<file path="src/rtl/sti_actv_pkg.sv">
package sti_actv_pkg;
   localparam int INFO_W = 3;

   typedef enum logic [INFO_W-1:0] {
      INFO0 = 3'd0,
      INFO1 = 3'd1,
      INFO2 = 3'd2,
      INFO3 = 3'd3,
      INFO4 = 3'd4
   } info_e;

   typedef enum logic [1:0] {
      LS_IDLE,
      LS_REQ,
      LS_SYNC,
      LS_UP
   } link_st_e;
endpackage

</file>
<file path="src/rtl/sti_loss_timer.sv">
module sti_loss_timer #(
   parameter int unsigned LIMIT = 4
) (
   input  logic clk,
   input  logic rst_n,
   input  logic clr,
   input  logic tick,
   input  logic bad,
   output logic expired
);
   localparam int unsigned CW = $clog2(LIMIT + 1);
   localparam logic [CW-1:0] TOP = CW'(LIMIT);

   logic [CW-1:0] cnt;

   always_ff @(posedge clk or negedge rst_n) begin
      if (!rst_n) begin
         cnt <= '0;
      end else if (clr) begin
         cnt <= '0;
      end else if (tick) begin
         if (!bad) begin
            cnt <= '0;
         end else if (cnt != TOP) begin
            cnt <= cnt + 1'b1;
         end
      end
   end

   assign expired = (cnt == TOP);
endmodule

</file>
<file path="src/rtl/sti_actv_fsm.sv">
module sti_actv_fsm
   import sti_actv_pkg::*;
(
   input  logic                clk,
   input  logic                rst_n,
   input  logic                mode_nt,
   input  logic                act_req,
   input  logic                deact_req,
   input  logic                fsync_ok,
   input  logic [INFO_W-1:0]   rx_info,
   input  logic                loss_drop,
   output link_st_e            st
);
   link_st_e nxt;

   always_comb begin
      nxt = st;
      if (deact_req) begin
         nxt = LS_IDLE;
      end else begin
         unique case (st)
            LS_IDLE: if (act_req) nxt = LS_REQ;
            LS_REQ: begin
               if (fsync_ok) begin
                  if (mode_nt) begin
                     if (rx_info == INFO3) nxt = LS_UP;
                  end else if (rx_info == INFO2) begin
                     nxt = LS_SYNC;
                  end else if (rx_info == INFO4) begin
                     nxt = LS_UP;
                  end
               end
            end
            LS_SYNC: begin
               if (loss_drop) nxt = LS_IDLE;
               else if (fsync_ok && rx_info == INFO4) nxt = LS_UP;
            end
            LS_UP: if (loss_drop) nxt = LS_IDLE;
            default: nxt = LS_IDLE;
         endcase
      end
   end

   always_ff @(posedge clk or negedge rst_n) begin
      if (!rst_n) st <= LS_IDLE;
      else        st <= nxt;
   end
endmodule

</file>
<file path="src/rtl/sti_tx_map.sv">
module sti_tx_map
   import sti_actv_pkg::*;
(
   input  link_st_e            st,
   input  logic                mode_nt,
   output logic [INFO_W-1:0]   tx_info,
   output logic                a_bit
);
   always_comb begin
      a_bit = 1'b0;
      unique case (st)
         LS_IDLE: tx_info = INFO0;
         LS_REQ:  tx_info = mode_nt ? INFO2 : INFO1;
         LS_SYNC: tx_info = INFO3;
         LS_UP: begin
            tx_info = mode_nt ? INFO4 : INFO3;
            a_bit   = mode_nt;
         end
         default: tx_info = INFO0;
      endcase
   end
endmodule

</file>
<file path="src/rtl/sti_link_actv.sv">
module sti_link_actv
   import sti_actv_pkg::*;
#(
   parameter int unsigned LOSS_FRAMES = 4
) (
   input  logic       clk,
   input  logic       rst_n,
   input  logic       mode_nt,
   input  logic       act_req,
   input  logic       deact_req,
   input  logic       force_sync,
   input  logic       fsync_ok,
   input  logic       frame_tick,
   input  logic [2:0] rx_info,
   output logic [2:0] tx_info,
   output logic       a_bit,
   output logic       sync_act
);
   if (LOSS_FRAMES > 1023) begin : g_bad_limit
      $error("LOSS_FRAMES must not exceed 1023");
   end

   link_st_e st;
   logic     in_sync;
   logic     bad_frame;
   logic     loss_exp;
   logic     loss_drop;

   assign in_sync   = (st == LS_SYNC) || (st == LS_UP);
   assign bad_frame = !fsync_ok || (rx_info == INFO0);
   assign loss_drop = loss_exp && !force_sync;

   if (LOSS_FRAMES == 0) begin : g_no_timer
      assign loss_exp = 1'b0;
   end else begin : g_timer
      sti_loss_timer #(.LIMIT(LOSS_FRAMES)) u_timer (
         .clk     (clk),
         .rst_n   (rst_n),
         .clr     (!in_sync),
         .tick    (frame_tick),
         .bad     (bad_frame),
         .expired (loss_exp)
      );
   end

   sti_actv_fsm u_fsm (
      .clk       (clk),
      .rst_n     (rst_n),
      .mode_nt   (mode_nt),
      .act_req   (act_req),
      .deact_req (deact_req),
      .fsync_ok  (fsync_ok),
      .rx_info   (rx_info),
      .loss_drop (loss_drop),
      .st        (st)
   );

   sti_tx_map u_map (
      .st      (st),
      .mode_nt (mode_nt),
      .tx_info (tx_info),
      .a_bit   (a_bit)
   );

   assign sync_act = (st == LS_UP) && act_req && !deact_req;
endmodule

</file>
<file path="config.mk">
export PLATFORM = sky130hd
export DESIGN_NAME = sti_link_actv
export DESIGN_NICKNAME = d
export VERILOG_FILES = /design/src/rtl/sti_actv_pkg.sv /design/src/rtl/sti_loss_timer.sv /design/src/rtl/sti_actv_fsm.sv /design/src/rtl/sti_tx_map.sv /design/src/rtl/sti_link_actv.sv
export SDC_FILE = /design/constraint.sdc
export NUM_CORES = 1
export LEC_CHECK = 0
export BUFFER_PORTS_ARGS = -buffer_cell sky130_fd_sc_hd__buf_2
export CORE_AREA = 2 2 39 41
export CTS_CLUSTER_DIAMETER = 30
export DETAILED_ROUTE_END_ITERATION = 10
export DIE_AREA = 0 0 41 43
export GPL_ROUTABILITY_DRIVEN = 0
export GPL_TIMING_DRIVEN = 1
export HOLD_SLACK_MARGIN = 0.08
export SYNTH_ARGS = -nofsm -noshare
export SYNTH_HDL_FRONTEND = slang
export SYNTH_SLANG_ARGS = --single-unit
export TNS_END_PERCENT = 100
</file>
<file path="constraint.sdc">
create_clock -name clk -period 2.6 [get_ports clk]
set_input_delay 0.65 -clock clk [delete_from_list [all_inputs] [get_ports clk]]
set_output_delay 0.65 -clock clk [all_outputs]
set_load 0.02 [all_outputs]
</file>
==> results of run 1 <==
[worst max-delay path: cells and delay by family, from the launching register on]
family	cells	cell delay (ps)
flops	1	460
buf+inv	2	340
simple gates	1	160
[per-stage QoR]
stage               hold WS, ps  utilization [%]
floorplan                 354.4                -
global placement          468.9            34.81
detailed placement        468.8            34.81
CTS                       212.2            36.71
global route              202.4            36.71
finish                    214.9            36.71
[area by class of cell]
class / count / area [sq um]
Sequential cell: 5 / 125.1
Tap cell: 16 / 20.02
Inverter: 4 / 15.01
Timing Repair Buffer: 15 / 75.07
Clock buffer: 4 / 26.28
Fill cell: 144 / 875.8
Multi-Input combinational cell: 36 / 246.5
[logic make-up (layout without fill, tap and decap cells)]
logic type	count (synthesis)	in the layout	synth area share, %
and+or+nand+nor	18	18	25.08
AOI/OAI and AO/OA	12	12	20.69
buffers and inverters	6	23	6.895
DFF	5	5	31.35
adders and majority gates	2	2	6.269
xor gates and xnor gates	2	2	4.390
muxes	2	2	5.329
[cell usage in the layout, fill, tap and decap left out, types with 2 or more instances in the layout]
master	count
xnor2_1	2
nand2_1	6
o31ai_1	2
nand4_1	2
inv_1	4
buf_2	15
clkbuf_4	3
a21oi_1	4
dfrtp_1	5
ha_1	2
nor2_1	4
[metal layers]
layer  wire length (um)  vias up
met2                421       10
met3                 19        0
met1                405      193
met4                  0        0
li1                   -      208
met5                  0        -
[power by group through the flow]
stage | sequential [W] | combinational (W) | clock (W)
6_report | 0.000132 | 0.000178 | 0.0000870
5_1_grt | 0.000137 | 0.000201 | 0.000101
4_1_cts | 0.000131 | 0.000180 | 0.0000911
3_5_place_dp | 0.000132 | 0.000180 | 0
3_3_place_gp | 0.000132 | 0.000180 | 0
2_1_floorplan | 0.000111 | 0.000151 | 0
[worst paths after layout]
path                                                    start                            endpoint  slack, ps  cells past startpoint
setup / recovery                      u_fsm.st[1]$_DFFE_PN0P_                               a_bit        760                      3
hold / removal                                          rst_n  g_timer.u_timer.cnt[2]$_DFFE_PN0P_        210                      1
setup reg to reg                      u_fsm.st[1]$_DFFE_PN0P_             u_fsm.st[0]$_DFFE_PN0P_        960                      4
hold reg to reg            g_timer.u_timer.cnt[0]$_DFFE_PN0P_  g_timer.u_timer.cnt[0]$_DFFE_PN0P_        550                      2
max in group asynchronous                               rst_n  g_timer.u_timer.cnt[0]$_DFFE_PN0P_       2260                      1
min in group clk           g_timer.u_timer.cnt[0]$_DFFE_PN0P_  g_timer.u_timer.cnt[0]$_DFFE_PN0P_        550                      2
[state kept, by name, summed over array words and instances (netlist names)]
name                 flops
u_fsm.st                 2
g_timer.u_timer.cnt      3
==> reports/qor.csv, run 1 <==
metric,value,unit
Area growth syn-to-layout,27.27,%
Yosys cell types,25,
Crit path largest cell delay,460,ps
CTS Buf Count,3,
vias in the first global route,365,
Die Wd,41,um
global-route wire length before repair,1.455,mm
ys flop type,dfrtp_1,
number of flops mapped to enable cells by yosys,0,
"Critical Path, Cell by Cell",inv_1 -> nor2_1 -> buf_2,
synth cell count leaders,"nand2_1 (6), dfrtp_1 (5), a21oi_1 (4), inv_1 (4), nor2_1 (4)",
HP Class,primary input to async pin,
"area leader, netlist",dfrtp_1,
Comb pwr share,44.9,%
sequential share of power,33.2,%
crit path DAT,1190,ps
Ant. Diodes,0,
TritonCTS clock tree,done,
cells after synthesis,47,
DP Worst Slack,673.3,ps
I/O pins,16,
post-detail-place hpwl,686.6,um
# setup viols final,0,
Synth Cell Area,399.1,sq um
skew final,0.8769,ps
GR Layer Usage met3,4.712,%
LEAKAGE,0.2318,nW
syn_nets,60,
clock transition at the registers of the reported paths,40,ps
worst skew pair latency,240,ps
met1 Use GR,15.74,%
Initial Util,28.84,%
die height,43,um
top-count cell post-synth,nand2_1,
post-synthesis sequential area ratio,31.35,%
status,"complete, no violations",
Synth top area share,31.35,%
flop and latch count out of synthesis,5,
PortBufs,15,
RSZ-0062 raised after global routing,no,
DR vias/cell,5.138,
Internal,0.0002322,W
worst endpoint required time,1950,ps
pwr/cell area,782.4,mW/mm^2
layout cell share with drive strength beyond 1,32.81,%
Tot Pwr,0.0003975,W
Synth warnings,0,
final net count,78,
Pins Over Slew Limit,0,
met2 Use GR,16.88,%
First-pass DRT Iterations,3,
Post-Route WL,846,um
row count,14,
clk sinks,5,
largest cells by area after synthesis,"dfrtp_1 (31%), ha_1 (6.3%), nand2_1 (5.6%)",
WL/cell,10.58,um
Tmin final,1844,ps
Peak supply drop,0.2397,mV
Worst Path Max Fanout,7,
H-tree levels,1,
CTS Hold Bufs,0,
core area,0.001384,sq mm
"Design Area, Final",508.0,sq um
final setup TNS,0,ps
MaxCap Viol Count,0,
WS Path Type,register to primary output,
global-route layer with the greatest usage,met2,
Finished Layout Cells,80,
achievable frequency,542.2,MHz
final hold violations,0,
CP max-delay cell,dfrtp_1,
Least-Margin Pin Slew,577.9,ps
gr usage total,12.73,%
Startpoint Class,register,
initial DRC count,2,
clock share of power,21.9,%
dpl cells,76,
vias post-DR,411,
Worst Slack Setup Final,755.7,ps
crit share post-route,70.94,%
Root Driver,clkbuf_4,
Slew HR,61.14,%
largest net degree at the start of global routing,9,
# resized after CTS,0,
asr flop ratio synth,100.0,%
# Post-CTS Setup Buffers,0,
switching share of total power,41.58,%
DRC,0,
Setup crit end kind,primary output,
clk buf depth,2,
Mapped Avg Cell Area,8.492,sq um
Die ar.,0.001763,sq mm
net load switching power,0.0001653,W
dpl cell area,481.7,sq um
antenna-violating nets left,0,
initial antenna violation count,0,
GR Overflow Total,0,
Note: power is estimated with default switching activity, not from simulation.
==> run 2: changes to the inputs <==
==> constraint.sdc (replaced) <==
create_clock -name clk -period 1.8 [get_ports clk]
set_input_delay 0.45 -clock clk [delete_from_list [all_inputs] [get_ports clk]]
set_output_delay 0.45 -clock clk [all_outputs]
set_load 0.02 [all_outputs]
==> run 2 against run 1 <==
Sequential power increased by 17%. Flip-flop and latch count unchanged. Clock power up 49%. Power up 55%. Count of clock-buffer cells in the layout unchanged. Global-route usage down 0.40 points. Hold slack improved by 230 ps. Routed wire length increased by 1.5%. Sequential share of layout area is 1.5 points lower. Register-to-register slack worse by 710 ps. First-iteration DRC count grew to 3.5 times the previous value. Largest cell class unchanged. Largest power group unchanged.
==> reports/qor.csv, run 2 (same netlist as run 1, synthesis figures left out) <==
metric,value,unit,change
"Critical Path, Cell by Cell",buf_4 -> inv_1 -> nor2_1 -> buf_2,,was inv_1 -> nor2_1 -> buf_2
Hold Path Origin,deact_req,,
Startpoint Class,register,,unchanged
status,"complete, no violations",,unchanged
Pins Over Slew Limit,0,,unchanged
fillers,154,,was 144
achievable frequency,613.0,MHz,
Ant. Diodes,0,,unchanged
TritonCTS clock tree,done,,unchanged
clk buf depth,2,,unchanged
layout cell share with drive strength beyond 1,35.29,%,was 32.81%
final hold violations,0,,unchanged
clock transition at the registers of the reported paths,50,ps,was 40 ps
First-pass DRT Iterations,3,,unchanged
row count,14,,unchanged
LEAKAGE,0.2507,nW,was 0.2318 nW
Peak supply drop,0.4301,mV,was 0.2397 mV
PortBufs,15,,unchanged
skew final,6.612,ps,was 0.8769 ps
Initial Util,28.84,%,unchanged
core area,0.001384,sq mm,unchanged
R2R Path End,u_fsm.st[0]$_DFFE_PN0P_,,unchanged
vias in the first global route,372,,was 365
post-detail-place hpwl,704.2,um,was 686.6 um
GR Overflow Total,0,,unchanged
HP Class,primary input to register,,was primary input to async pin
die height,43,um,unchanged
final setup TNS,0,ps,unchanged
Worst Path Max Fanout,6,,was 7
DRC,0,,unchanged
clk sinks,5,,unchanged
WP buf/inv,3,,was 2
I/O pins,16,,unchanged
vias post-DR,420,,was 411
pwr/cell area,1141,mW/mm^2,was 782.4 mW/mm^2
Crit path largest cell delay,370,ps,was 460 ps
crit share post-route,90.63,%,
H-tree levels,1,,unchanged
Crit path max-delay family,buffers and inverters,,was flip-flops
max reg flops,3,,unchanged
largest net degree at the start of global routing,8,,was 9
crit path DAT,1180,ps,was 1190 ps
Critical R2R Launch,u_fsm.st[1]$_DFFE_PN0P_,,unchanged
MaxCap Viol Count,0,,unchanged
worst reg-to-reg setup slack,250,ps,was 960 ps
# setup viols final,0,,unchanged
CP max-delay cell,dfrtp_1,,unchanged
worst endpoint required time,1350,ps,was 1950 ps
CTS Buf Count,3,,unchanged
Worst Hold Path EP,u_fsm.st[1]$_DFFE_PN0P_,,
Biggest register,g_timer.u_timer.cnt,,unchanged
"commonest non-fill, non-tap cell in the layout",buf_2,,unchanged
final core area utilization,39.06,%,was 36.71%
Seq. cell area,125.1,sq um,unchanged
WS Path Type,register to primary output,,unchanged
Least-Margin Pin Slew,326.2,ps,was 577.9 ps
gr usage total,12.32,%,was 12.73%
DR vias/cell,5.000,,was 5.138
most frequent cells in the layout,"buf_2 (15), nand2_1 (6), dfrtp_1 (5)",,unchanged
initial antenna violation count,0,,unchanged
WL/cell,10.23,um,was 10.58 um
global-route wire length before repair,1.407,mm,was 1.455 mm
Top Registers,"g_timer.u_timer.cnt: 3 flops, u_fsm.st: 2 flops",,unchanged
hold path depth,2,,
RSZ-0062 raised after global routing,no,,unchanged
Area growth syn-to-layout,35.42,%,was 27.27%
worst reg2reg path depth,4,,unchanged
antenna-violating nets left,0,,unchanged
Die Wd,41,um,unchanged
initial DRC count,7,,was 2
Root Driver,clkbuf_4,,unchanged
Post-Route WL,859,um,was 846 um
Slew HR,77.69,%,was 61.14%
Setup crit end kind,primary output,,unchanged
worst skew pair latency,250,ps,was 240 ps
Tmin final,1631,ps,
Die ar.,0.001763,sq mm,unchanged
final net count,82,,was 78
multi-input logic area,246.5,sq um,unchanged
run 2: per-layer routing:
metal	track usage, %	part of all wire, %
met1	14.75	47
met2	16.56	48
met3	3.141	2.7
met4	12.00	2.0
met5	0	0
run 2: layout make-up:
type / instances / share of cell area, %
flip-flops and latches: 5 / 23.15
repair buffers: 19 / 19.91
inverters: 4 / 2.778
clock buffers: 4 / 4.861
multi-input cells: 36 / 45.60
well taps: 16 / 3.704
run 2: timing repair:
action,CTS,global route
endpoints found under the hold margin,5,0
endpoints found under the setup margin,0,0
gates resized for setup,0,0
hold buffers,1,0
setup buffers,0,0
run 2: report_power, final:
| part | leakage (nW) | internal (W) | switching [W] | total (W) |
|---|---|---|---|---|
| sequential | 0.0667 | 0.000140 | 0.0000150 | 0.000155 |
| combinational | 0.169 | 0.000144 | 0.000188 | 0.000332 |
| clock | 0.0150 | 0.0000839 | 0.0000466 | 0.000130 |
run 2: metrics by stage:
step,total power [W],setup slack [ps],hold slack (ps),cells,instance area (sq um)
final,0.0006168,168.6,448.8,84,540.5
after floorplan,0.0003775,242.3,154.4,47,399.1
after global placement,0.0004887,96.99,268.8,79,504.2
after detailed placement,0.0004861,92.29,268.1,79,504.2
after global routing,0.0006691,89.67,462.2,84,540.5
after CTS,0.0006259,146.4,440.5,84,540.5
run 2: worst max path at each step:
stage / from / end / slack [ps] / depth (start not counted)
final: u_fsm.st[1]$_DFFE_PN0P_ / a_bit / 170 / 4
after global routing: u_fsm.st[0]$_DFFE_PN0P_ / tx_info[1] / 90 / 4
after CTS: u_fsm.st[0]$_DFFE_PN0P_ / tx_info[1] / 150 / 4
after detailed placement: mode_nt / u_fsm.st[0]$_DFFE_PN0P_ / 90 / 5
after global placement: mode_nt / u_fsm.st[0]$_DFFE_PN0P_ / 100 / 5
after floorplan: mode_nt / u_fsm.st[0]$_DFFE_PN0P_ / 240 / 4
